`src/rtl/iowin_pkg.sv`:
```
package iowin_pkg;

   // registered claim decision for one transaction
   typedef struct packed {
      logic down;
      logic up;
   } fwd_t;

   localparam fwd_t FWD_NONE = '{down: 1'b0, up: 1'b0};

   // bytes per configuration dword
   localparam int unsigned CFG_LANES = 4;

endpackage

```
`src/rtl/iowin_cfg_regs.sv`:
```
module iowin_cfg_regs #(
   parameter int unsigned ADDR_W = 32,
   parameter int unsigned GRAN_W = 12,
   parameter int unsigned OFS_W  = 8,
   parameter logic [OFS_W-1:0] OFS_LO = 'h1C,
   parameter logic [OFS_W-1:0] OFS_HI = 'h30
) (
   input  logic              clk,
   input  logic              rst_n,
   input  logic              cfg_wr,
   input  logic [OFS_W-1:0]  cfg_offset,
   input  logic [3:0]        cfg_be,
   input  logic [31:0]       cfg_wdata,
   output logic [31:0]       cfg_rdata,
   output logic [ADDR_W-1:0] base_addr,
   output logic [ADDR_W-1:0] lim_addr
);
   localparam int unsigned NIB_W  = 16 - GRAN_W;
   localparam int unsigned CAP_W  = 8 - NIB_W;
   localparam bit          HAS_HI = (ADDR_W > 16);
   localparam int unsigned HI_W   = HAS_HI ? ADDR_W - 16 : 1;
   localparam int unsigned DW_W   = OFS_W - 2;
   localparam logic [CAP_W-1:0] CAP_CODE = HAS_HI ? CAP_W'(1) : '0;

   if (ADDR_W != 16 && ADDR_W != 32) begin : g_bad_addr_w
      $error("iowin_cfg_regs: ADDR_W must be 16 or 32");
   end
   if (GRAN_W < 8 || GRAN_W > 15) begin : g_bad_gran_w
      $error("iowin_cfg_regs: GRAN_W must lie in 8..15");
   end
   if (OFS_W < 3) begin : g_bad_ofs_w
      $error("iowin_cfg_regs: OFS_W too small");
   end
   if (OFS_LO[OFS_W-1:2] == OFS_HI[OFS_W-1:2]) begin : g_bad_ofs
      $error("iowin_cfg_regs: register dwords overlap");
   end

   logic [DW_W-1:0]  dw_sel;
   logic             hit_lo;
   logic             hit_hi;
   logic [NIB_W-1:0] base_nib_q;
   logic [NIB_W-1:0] lim_nib_q;
   logic [31:0]      lo_rd;
   logic [31:0]      hi_rd;
   logic             unused_cfg;

   assign dw_sel     = cfg_offset[OFS_W-1:2];
   assign hit_lo     = (dw_sel == OFS_LO[OFS_W-1:2]);
   assign hit_hi     = HAS_HI && (dw_sel == OFS_HI[OFS_W-1:2]);
   assign unused_cfg = ^{cfg_offset[1:0], cfg_wdata, cfg_be};

   // nibble fields in the low dword: byte 0 lower bound, byte 1 upper bound
   always_ff @(posedge clk or negedge rst_n) begin
      if (!rst_n) begin
         base_nib_q <= '0;
         lim_nib_q  <= '0;
      end else if (cfg_wr && hit_lo) begin
         if (cfg_be[0]) base_nib_q <= cfg_wdata[7 -: NIB_W];
         if (cfg_be[1]) lim_nib_q  <= cfg_wdata[15 -: NIB_W];
      end
   end

   assign lo_rd = {16'h0000, lim_nib_q, CAP_CODE, base_nib_q, CAP_CODE};

   if (HAS_HI) begin : g_hi
      localparam int unsigned HI_LANES = (2 * HI_W) / 8;
      logic [2*HI_W-1:0] hi_q;

      for (genvar ln = 0; ln < HI_LANES; ln++) begin : g_lane
         always_ff @(posedge clk or negedge rst_n) begin
            if (!rst_n) begin
               hi_q[8*ln +: 8] <= '0;
            end else if (cfg_wr && hit_hi && cfg_be[ln]) begin
               hi_q[8*ln +: 8] <= cfg_wdata[8*ln +: 8];
            end
         end
      end

      assign base_addr = {hi_q[HI_W-1:0], base_nib_q, {GRAN_W{1'b0}}};
      assign lim_addr  = {hi_q[2*HI_W-1:HI_W], lim_nib_q, {GRAN_W{1'b1}}};
      assign hi_rd     = 32'(hi_q);
   end else begin : g_no_hi
      assign base_addr = {base_nib_q, {GRAN_W{1'b0}}};
      assign lim_addr  = {lim_nib_q, {GRAN_W{1'b1}}};
      assign hi_rd     = '0;
   end

   always_comb begin
      if (hit_lo)      cfg_rdata = lo_rd;
      else if (hit_hi) cfg_rdata = hi_rd;
      else             cfg_rdata = '0;
   end

endmodule

```
`src/rtl/iowin_range_cmp.sv`:
```
module iowin_range_cmp #(
   parameter int unsigned ADDR_W = 32
) (
   input  logic [ADDR_W-1:0] addr,
   input  logic [ADDR_W-1:0] base_addr,
   input  logic [ADDR_W-1:0] lim_addr,
   output logic              win_on,
   output logic              in_win
);
   if (ADDR_W < 2) begin : g_bad_w
      $error("iowin_range_cmp: ADDR_W too small");
   end

   logic above_base;
   logic below_lim;

   assign win_on     = (base_addr <= lim_addr);
   assign above_base = (addr >= base_addr);
   assign below_lim  = (addr <= lim_addr);
   assign in_win     = win_on && above_base && below_lim;

endmodule

```
`src/rtl/iowin_fwd_decide.sv`:
```
module iowin_fwd_decide
   import iowin_pkg::*;
(
   input  logic clk,
   input  logic rst_n,
   input  logic txn_valid,
   input  logic txn_from_sec,
   input  logic txn_is_io,
   input  logic io_en,
   input  logic mst_en,
   input  logic in_win,
   output logic fwd_down,
   output logic fwd_up
);
   fwd_t nxt;
   fwd_t cur_q;

   always_comb begin
      nxt = FWD_NONE;
      if (txn_valid) begin
         if (!txn_from_sec) begin
            nxt.down = txn_is_io && io_en && in_win;
         end else if (mst_en) begin
            nxt.up = !txn_is_io || !in_win;
         end
      end
   end

   always_ff @(posedge clk or negedge rst_n) begin
      if (!rst_n) cur_q <= FWD_NONE;
      else        cur_q <= nxt;
   end

   assign fwd_down = cur_q.down;
   assign fwd_up   = cur_q.up;

endmodule

```
`src/rtl/iowin_decoder.sv`:
```
module iowin_decoder #(
   parameter int unsigned ADDR_W = 32,
   parameter int unsigned GRAN_W = 12,
   parameter int unsigned OFS_W  = 8
) (
   input  logic              clk,
   input  logic              rst_n,
   input  logic              cfg_wr,
   input  logic [OFS_W-1:0]  cfg_offset,
   input  logic [3:0]        cfg_be,
   input  logic [31:0]       cfg_wdata,
   output logic [31:0]       cfg_rdata,
   input  logic              io_en,
   input  logic              mst_en,
   input  logic              txn_valid,
   input  logic [ADDR_W-1:0] txn_addr,
   input  logic              txn_from_sec,
   input  logic              txn_is_io,
   output logic              fwd_down,
   output logic              fwd_up
);
   logic [ADDR_W-1:0] base_addr;
   logic [ADDR_W-1:0] lim_addr;
   logic              win_on;
   logic              in_win;
   logic              unused_win;

   assign unused_win = win_on;

   iowin_cfg_regs #(
      .ADDR_W (ADDR_W),
      .GRAN_W (GRAN_W),
      .OFS_W  (OFS_W),
      .OFS_LO (OFS_W'('h1C)),
      .OFS_HI (OFS_W'('h30))
   ) u_regs (
      .clk        (clk),
      .rst_n      (rst_n),
      .cfg_wr     (cfg_wr),
      .cfg_offset (cfg_offset),
      .cfg_be     (cfg_be),
      .cfg_wdata  (cfg_wdata),
      .cfg_rdata  (cfg_rdata),
      .base_addr  (base_addr),
      .lim_addr   (lim_addr)
   );

   iowin_range_cmp #(
      .ADDR_W (ADDR_W)
   ) u_cmp (
      .addr      (txn_addr),
      .base_addr (base_addr),
      .lim_addr  (lim_addr),
      .win_on    (win_on),
      .in_win    (in_win)
   );

   iowin_fwd_decide u_decide (
      .clk          (clk),
      .rst_n        (rst_n),
      .txn_valid    (txn_valid),
      .txn_from_sec (txn_from_sec),
      .txn_is_io    (txn_is_io),
      .io_en        (io_en),
      .mst_en       (mst_en),
      .in_win       (in_win),
      .fwd_down     (fwd_down),
      .fwd_up       (fwd_up)
   );

endmodule

```
`config.mk`:
```
export PLATFORM = sky130hd
export DESIGN_NAME = iowin_decoder
export DESIGN_NICKNAME = d
export VERILOG_FILES = /design/src/rtl/iowin_pkg.sv /design/src/rtl/iowin_cfg_regs.sv /design/src/rtl/iowin_range_cmp.sv /design/src/rtl/iowin_fwd_decide.sv /design/src/rtl/iowin_decoder.sv
export SDC_FILE = /design/constraint.sdc
export NUM_CORES = 1
export LEC_CHECK = 0
export ABC_AREA = 0
export ABC_CLOCK_PERIOD_IN_PS = 2150
export CAP_MARGIN = 40
export CORE_MARGIN = 2
export CORE_UTILIZATION = 55
export DETAILED_ROUTE_END_ITERATION = 6
export DONT_BUFFER_PORTS = 1
export PLACE_DENSITY_LB_ADDON = 0.25
export SLEW_MARGIN = 20
export SYNTH_ARGS = -nofsm -noshare
export SYNTH_HDL_FRONTEND = slang
export SYNTH_SLANG_ARGS = --single-unit
```
`constraint.sdc`:
```
create_clock -name clk -period 2.15 [get_ports clk]
set_input_delay 0.1075 -clock clk [delete_from_list [all_inputs] [get_ports clk]]
set_output_delay 0.1075 -clock clk [all_outputs]
set_load 0.03 [all_outputs]
```
==> impl_summary.log, run 1 <==
[metrics] minimum setup slack in the final design: -228 ps
[metrics] Crit Path Max Fanout: 2
[metrics] number of enable-type register cells in the synthesized netlist: 0
[metrics] final-report setup violation count: 2
[metrics] main combinational cell family by area after synthesis: adder cells
[metrics] unrepaired setup endpoints after global routing: true
[metrics] Crit path largest cell delay: 460 ps
[metrics] Synth Register Bits: between 40 and 50
[metrics] clock-pin slew on the worst setup and hold paths: ~90 ps
[metrics] Cell Area, Synth: around 0.0033 mm^2
[metrics] root buffer selected by CTS: sky130_fd_sc_hd__clkbuf_8
[metrics] CTS Buf Count: 5
[metrics] antenna diode count: 0
[metrics] Top FF cell, synth: sky130_fd_sc_hd__dfrtp_1
[metrics] critical path's top delay family: simple AND/OR/NAND/NOR gates
[metrics] chip height: 81.7 um
[metrics] count of antenna-violating nets left after detailed routing: 0
[metrics] GRT Util Overall: 0.256
[metrics] smallest hold slack: 14.2 ps
[metrics] Leak Pwr: around 0.0019 uW
[metrics] clock skew: approximately 7 ps
[metrics] Worst Path Class, Setup: register to register
[metrics] final hold violation count: 0
[metrics] cell type of the slowest stage on the worst timing path: sky130_fd_sc_hd__or4b_4
[metrics] global placement routability congestion: ~0.85
[metrics] via count of the first global-routing pass: 2841
[metrics] area growth from synthesis to final layout: 20.1%
[metrics] total vias in the final route: between 2000 and 3000
[metrics] Worst-Margin Slew: 461 ps
[metrics] initial antenna violation count: 0
[metrics] share of final-layout standard cells stronger than drive strength 1: 0.0865
[metrics] CP startpoint kind: register
[metrics] highest clock frequency the design can meet: ~420 MHz
[metrics] floorplan row count: 28
[metrics] Crit path depth: 8
[metrics] total power density per cell area: slightly above 500 mW/mm^2
[metrics] design area: 0.00399 mm^2
[metrics] core area: about 0.0059 mm^2
[metrics] Crit path arrival time: 2610 ps
[metrics] Worst R2R Path Depth: 8
[metrics] number of synthesis warnings: 0
[metrics] fraction of synthesized cell area in xor and xnor cells: 0
[metrics] total design power: 2070 uW
[metrics] share of flip-flops with an asynchronous set or reset: 1.00
[metrics] worst min-delay path class: primary input to register
[metrics] post-synth top area share: 0.317
[metrics] portion of the clock cycle consumed by the worst path in the final layout: 1.11
[metrics] commonest non-fill, non-tap cell in the layout: sky130_fd_sc_hd__ha_1
[metrics] post-synthesis cell type with the largest combined area: sky130_fd_sc_hd__dfrtp_1
[metrics] source-to-sink clock delay at the later pin of the worst-skew pair: 300 ps
[metrics] number of distinct standard cells referenced by the synthesized netlist: 40
[metrics] Hold Crit Depth: 1
[metrics] count of pins over their slew limit: 0
[metrics] Placed Area: approximately 0.0035 mm^2
[metrics] die footprint: ~0.0067 mm^2
[metrics] Post-Syn Nets: just under 500
[metrics] synthesized instance count: about 350
[metrics] sequential fraction of the synthesis area: 0.317
[metrics] DRC violation total after the first TritonRoute iteration: about 140
[metrics] worst setup timing slack at the placement stage: -241 ps
[metrics] clock tree from TritonCTS: done
[metrics] Horiz. Die Dim: about 82 um
[metrics] number of top-level pins: 118
[metrics] Critical Path, Cell by Cell: inv_2 -> ha_4 -> or4b_4 -> nor4_4 -> a311oi_2 -> o22a_1 -> a221oi_2 -> and4b_1
[metrics] critical path required time: roughly 2400 ps
[metrics] top cells by area in the synthesized netlist: sky130_fd_sc_hd__dfrtp_1, sky130_fd_sc_hd__ha_1, sky130_fd_sc_hd__mux2_1
[metrics] wirelength, routed: 8.37 mm
[metrics] WL per Instance: ~18 um
[metrics] adder and majority cell fraction of the synthesized area: 0.222
[metrics] maximum number of pins on one net before global-route repair: 43
[metrics] average footprint of a synthesized cell: 9.63 um^2
[metrics] result of the run: finished, violations left
[metrics] global-route wire length before repair: approximately 13 mm
[metrics] Simple-Gate Fraction of Synth Area: 0.168
[metrics] Remaining DRCs: 0
[metrics] input/output buffers: 0
[metrics] portion of netlist area occupied by mux cells: 0.112
[metrics] worst rel slew slack: 0.690
[metrics] starting density of the core: 0.564
[metrics] share of the synthesized area in compound gates (AO/OA/AOI/OAI): 0.126
[metrics] maximum level of the CTS H-tree: 2
[metrics] most used cells in the layout excluding fill and tap cells: sky130_fd_sc_hd__ha_1, sky130_fd_sc_hd__dfrtp_1, sky130_fd_sc_hd__inv_1
[metrics] GRT overflow: 0
[metrics] crit path capture type: register
[metrics] number of buffers and inverters on the critical path: 1
[metrics] number of sinks on the clock net: 42
[metrics] violations in the final reports: setup timing
[metrics] Maximum Capacitance Violations: 0
[metrics] Max Root-Sink Buffers: 2
[metrics] VDD IR max: ~300 uV
[metrics] number of optimization iterations in the first detailed-route pass: 7
[metrics] half-perimeter wire length after placement: around 6.7 mm
[metrics] detail-routed via count per cell: slightly below 6
[metrics] final critical delay including setup and external delays: between 2000 and 2500 ps
[metrics] number of nets at the end of the flow: 535
==> power breakdown <==
group / switching, uW / total [uW] / internal (uW) / leakage, uW
combinational: 307 / 601 / 293 / 0.00128
clock: 290 / 548 / 259 / 0.0000472
sequential: 64.1 / 923 / 859 / 0.000545
==> per-layer routing <==
| layer | vias up | GRT usage | routed length, um | part of all wire |
|---|---|---|---|---|
| met5 | - | 0 | 0 | 0 |
| met4 | 0 | 0.0700 | 119 | 0.014 |
| met3 | 13 | 0.0604 | 590 | 0.071 |
| met2 | 97 | 0.478 | 4250 | 0.51 |
| met1 | 1286 | 0.292 | 3410 | 0.41 |
| li1 | 1330 | - | - | - |
==> worst reg2reg max path: cells and delay by family (launching register included) <==
family | cells | cell delay (ps)
simple gates | 3 | 950
buf+inv | 1 | 60
flops | 1 | 370
compound gates | 3 | 670
fa+ha+maj | 1 | 260
==> final timing paths <==
kind                                       from                   end  slack [ps]
max                        u_regs.base_nib_q[1]     u_decide.fwd_down        -230
min                                   txn_valid     u_decide.fwd_down          10
max reg2reg                u_regs.base_nib_q[1]     u_decide.fwd_down        -230
min reg2reg                 u_regs.lim_addr[28]   u_regs.lim_addr[28]         520
max in group asynchronous                 rst_n  u_regs.base_addr[18]        1620
min in group asynchronous                 rst_n   u_regs.lim_addr[22]         330
==> layout make-up <==
type / instances / area (um^2)
multi-input cells: 254 / 2120
fillers: 494 / 1900
flip-flops and latches: 42 / 1050
repair buffers: 47 / 473
inverters: 42 / 158
well taps: 75 / 93.8
clock buffers: 6 / 82.6
clock inverters: 2 / 12.5
==> logic make-up (layout without fill, tap and decap cells) <==
kind of cell    Yosys count  in the layout
buf+inv                  49             97
simple gates             96             96
compound gates           66             66
fa+ha+maj                59             59
mux                      33             33
flops                    42             42
==> stage by stage <==
step	TNS, ps	util	instances
floorplan	0	-	345
global route	-548	0.678	468
finish	-349	0.678	468
global placement	-169	0.589	422
detailed placement	-386	0.589	422
CTS	-377	0.674	467
==> registers in the layout, indices dropped and copies added (netlist names) <==
name	cells
u_decide.fwd_up	1
u_decide.fwd_down	1
u_regs.base_addr	16
u_regs.base_nib_q	4
u_regs.lim_nib_q	4
u_regs.lim_addr	16
==> synthesized netlist by cell type (4+ instances only) <==
library cell / n
sky130_fd_sc_hd__nand4_1: 10
sky130_fd_sc_hd__a21oi_1: 24
sky130_fd_sc_hd__and2_1: 22
sky130_fd_sc_hd__nand3_1: 4
sky130_fd_sc_hd__dfrtp_1: 42
sky130_fd_sc_hd__clkbuf_1: 6
sky130_fd_sc_hd__o211ai_1: 4
sky130_fd_sc_hd__o21ai_0: 16
sky130_fd_sc_hd__nand2_1: 29
sky130_fd_sc_hd__inv_1: 42
sky130_fd_sc_hd__mux2_1: 32
sky130_fd_sc_hd__a22o_1: 8
sky130_fd_sc_hd__nand3_2: 4
sky130_fd_sc_hd__ha_1: 59
sky130_fd_sc_hd__nor2_1: 9
==> timing repair <==
action / 4_1_cts / 5_1_grt
hold endpoints to repair: 83 / 0
pin swaps: 2 / 1
setup endpoints to repair: 2 / 2
resized for setup: 3 / 2
buffers inserted: 1 / 1
hold buffers: 36 / 0
No activity file was read; power rests on OpenSTA's default activity.
==> run 2: changes to the inputs <==
--- a/config.mk
+++ b/config.mk
@@ -9,7 +9,7 @@
 export ABC_CLOCK_PERIOD_IN_PS = 2150
 export CAP_MARGIN = 40
 export CORE_MARGIN = 2
-export CORE_UTILIZATION = 55
+export CORE_UTILIZATION = 45
 export DETAILED_ROUTE_END_ITERATION = 6
 export DONT_BUFFER_PORTS = 1
 export PLACE_DENSITY_LB_ADDON = 0.25
==> run 2 against run 1 <==
  * Maximum frequency increased by 0.50%
  * Flip-flop and latch count is the same
  * Setup slack improved by 12 ps
  * Design area grew 1.1%
  * Sequential power fell by 0.5%
  * Clock-buffer cell count fell by 1
  * The run still ends with setup timing left
==> impl_summary.log, run 2 (same netlist as run 1, synthesis figures left out) <==
[metrics] initial antenna violation count: 0 (unchanged)
[metrics] number of sinks on the clock net: 42 (unchanged)
[metrics] GRT overflow: 0 (unchanged)
[metrics] half-perimeter wire length after placement: 6.79 mm (was 6.69 mm)
[metrics] CTS Buf Count: 5 (unchanged)
[metrics] total area of sequential cells: 0.00105 mm^2 (unchanged)
[metrics] count of antenna-violating nets left after detailed routing: 0 (unchanged)
[metrics] VDD IR max: 241 uV (was 298 uV)
[metrics] flop-to-flop setup slack: -220 ps (was -230 ps)
[metrics] global placement routability congestion: 0.863 (was 0.846)
[metrics] commonest non-fill, non-tap cell in the layout: sky130_fd_sc_hd__ha_1 (unchanged)
[metrics] core area: 0.00721 mm^2 (was 0.00589 mm^2)
[metrics] M3 GR Usage: 0.0578 (was 0.0604)
[metrics] portion of the clock cycle consumed by the worst path in the final layout: 1.10 (was 1.11)
[metrics] maximum number of pins on one net before global-route repair: 43 (unchanged)
[metrics] worst min-delay path class: primary input to register (unchanged)
[metrics] global-route met1 utilization: 0.269 (was 0.292)
[metrics] share of final-layout standard cells stronger than drive strength 1: 0.0909 (was 0.0865)
[metrics] crit path capture type: register (unchanged)
[metrics] final core utilization: 0.559 (was 0.678)
[metrics] number of top-level pins: 118 (unchanged)
[metrics] CP startpoint kind: register (unchanged)
[metrics] input/output buffers: 0 (unchanged)
[metrics] chip height: 89.9 um (was 81.7 um)
[metrics] worst rel slew slack: 0.718 (was 0.690)
[metrics] Worst-Margin Slew: 419 ps (was 461 ps)
[metrics] root buffer selected by CTS: sky130_fd_sc_hd__clkbuf_8 (unchanged)
[metrics] number of buffers and inverters on the critical path: 1 (unchanged)
[metrics] global route hottest layer: met2 (unchanged)
[metrics] most used cells in the layout excluding fill and tap cells: sky130_fd_sc_hd__ha_1, sky130_fd_sc_hd__dfrtp_1, sky130_fd_sc_hd__inv_1 (unchanged)
[metrics] summed negative setup slack over all endpoints: -330 ps (was -349 ps)
[metrics] total vias in the final route: 2657 (was 2726)
[metrics] Worst Path Class, Setup: register to register (unchanged)
[metrics] Crit path arrival time: 2590 ps (was 2610 ps)
[metrics] total power density per cell area: 499 mW/mm^2 (was 520 mW/mm^2)
[metrics] WL per Instance: 16.8 um (was 17.9 um)
[metrics] starting density of the core: 0.460 (was 0.564)
[metrics] critical path's top delay family: simple AND/OR/NAND/NOR gates (unchanged)
[metrics] detail-routed via count per cell: 5.37 (was 5.82)
[metrics] final-report setup violation count: 2 (unchanged)
[metrics] GRT Util Overall: 0.214 (was 0.256)
[metrics] global-route met2 utilization: 0.349 (was 0.478)
[metrics] unrepaired setup endpoints after global routing: true (unchanged)
[metrics] final critical delay including setup and external delays: 2370 ps (was 2380 ps)
[metrics] Horiz. Die Dim: 89.9 um (was 81.7 um)
[metrics] violations in the final reports: setup timing (unchanged)
[metrics] Max Root-Sink Buffers: 2 (unchanged)
[metrics] minimum setup slack in the final design: -216 ps (was -228 ps)
[metrics] wirelength, routed: 8.30 mm (was 8.37 mm)
[metrics] final hold violation count: 0 (unchanged)
[metrics] Remaining DRCs: 0 (unchanged)
[metrics] number of optimization iterations in the first detailed-route pass: 4 (was 7)
[metrics] total design power: 2010 uW (was 2070 uW)
[metrics] result of the run: finished, violations left (unchanged)
[metrics] clock tree from TritonCTS: done (unchanged)
[metrics] antenna diode count: 0 (unchanged)
[metrics] floorplan row count: 31 (was 28)
[metrics] maximum level of the CTS H-tree: 2 (unchanged)
[metrics] smallest hold slack: 21.7 ps (was 14.2 ps)
[metrics] DRC violation total after the first TritonRoute iteration: 64 (was 144)
[metrics] area of combinational cells with multiple inputs: 0.00213 mm^2 (was 0.00212 mm^2)
[metrics] clock skew: 4.49 ps (was 6.81 ps)
[metrics] source-to-sink clock delay at the later pin of the worst-skew pair: 290 ps (was 300 ps)
[metrics] final-layout fill cell count: 657 (was 494)
[metrics] Crit Path Max Fanout: 2 (unchanged)
[metrics] highest clock frequency the design can meet: 423 MHz (was 421 MHz)
[metrics] Critical Path, Cell by Cell: inv_2 -> ha_4 -> or4b_4 -> nor4_4 -> a311oi_2 -> o22a_1 -> a221oi_4 -> and4b_1 (was inv_2 -> ha_4 -> or4b_4 -> nor4_4 -> a311oi_2 -> o22a_1 -> a221oi_2 -> and4b_1)
[metrics] via count of the first global-routing pass: 2791 (was 2841)
[metrics] die footprint: 0.00808 mm^2 (was 0.00667 mm^2)
[metrics] area growth from synthesis to final layout: 21.4% (was 20.1%)
[metrics] Leak Pwr: 0.00190 uW (was 0.00188 uW)
[metrics] count of pins over their slew limit: 0 (unchanged)
[metrics] critical path required time: 2380 ps (about the same)
[metrics] Maximum Capacitance Violations: 0 (unchanged)
[metrics] global-route wire length before repair: 13.8 mm (was 13.0 mm)
[metrics] clock-pin slew on the worst setup and hold paths: 80 ps (was 90 ps)
[metrics] cell type of the slowest stage on the worst timing path: sky130_fd_sc_hd__or4b_4 (unchanged)
[metrics] number of nets at the end of the flow: 539 (was 535)
[metrics] Crit path largest cell delay: 460 ps (about the same)
==> run 2: final cells by class <==
class / count / share of cell area
Clock buffer: 5 / 0.0171
Clock inverter: 2 / 0.00248
Inverter: 42 / 0.0391
Multi-Input combinational cell: 254 / 0.528
Sequential cell: 42 / 0.261
Tap cell: 99 / 0.0307
Timing Repair Buffer: 51 / 0.122
==> run 2: path summary, 6_finish.rpt <==
kind,startpoint,end,cells past startpoint
max,u_regs.base_nib_q[1],u_decide.fwd_down,8
max in group asynchronous,rst_n,u_regs.base_addr[17],2
max reg2reg,u_regs.base_nib_q[1],u_decide.fwd_down,8
min reg2reg,u_regs.lim_addr[24],u_regs.lim_addr[24],1
min,io_en,u_decide.fwd_down,1
min in group asynchronous,rst_n,u_decide.fwd_up,2
==> run 2: metal layers <==
layer / up-vias / wire length [um]
met5: - / 0
met4: 0 / 236
met1: 1230 / 3670
met3: 17 / 504
li1: 1326 / -
met2: 84 / 3900
==> run 2: repair_timing <==
| item | 4_1_cts | 5_1_grt |
|---|---|---|
| endpoints found under the setup margin | 2 | 2 |
| pin swaps | 2 | 1 |
| hold endpoints to repair | 84 | 0 |
| setup buffers | 0 | 1 |
| hold buffers | 37 | 0 |
| gates resized for setup | 5 | 1 |
==> run 2: where the power goes <==
part / switching, uW / total [uW] / internal [uW]
clock network: 272 / 490 / 218
logic: 309 / 604 / 294
registers: 58.9 / 918 / 859
==> run 2: stage by stage <==
step	std cells	area [um^2]	worst slack, ps
global placement	450	3520	-146
finish	495	4030	-216
CTS	494	4010	-207
floorplan	345	3320	19.9
detailed placement	450	3520	-216
global route	495	4030	-321
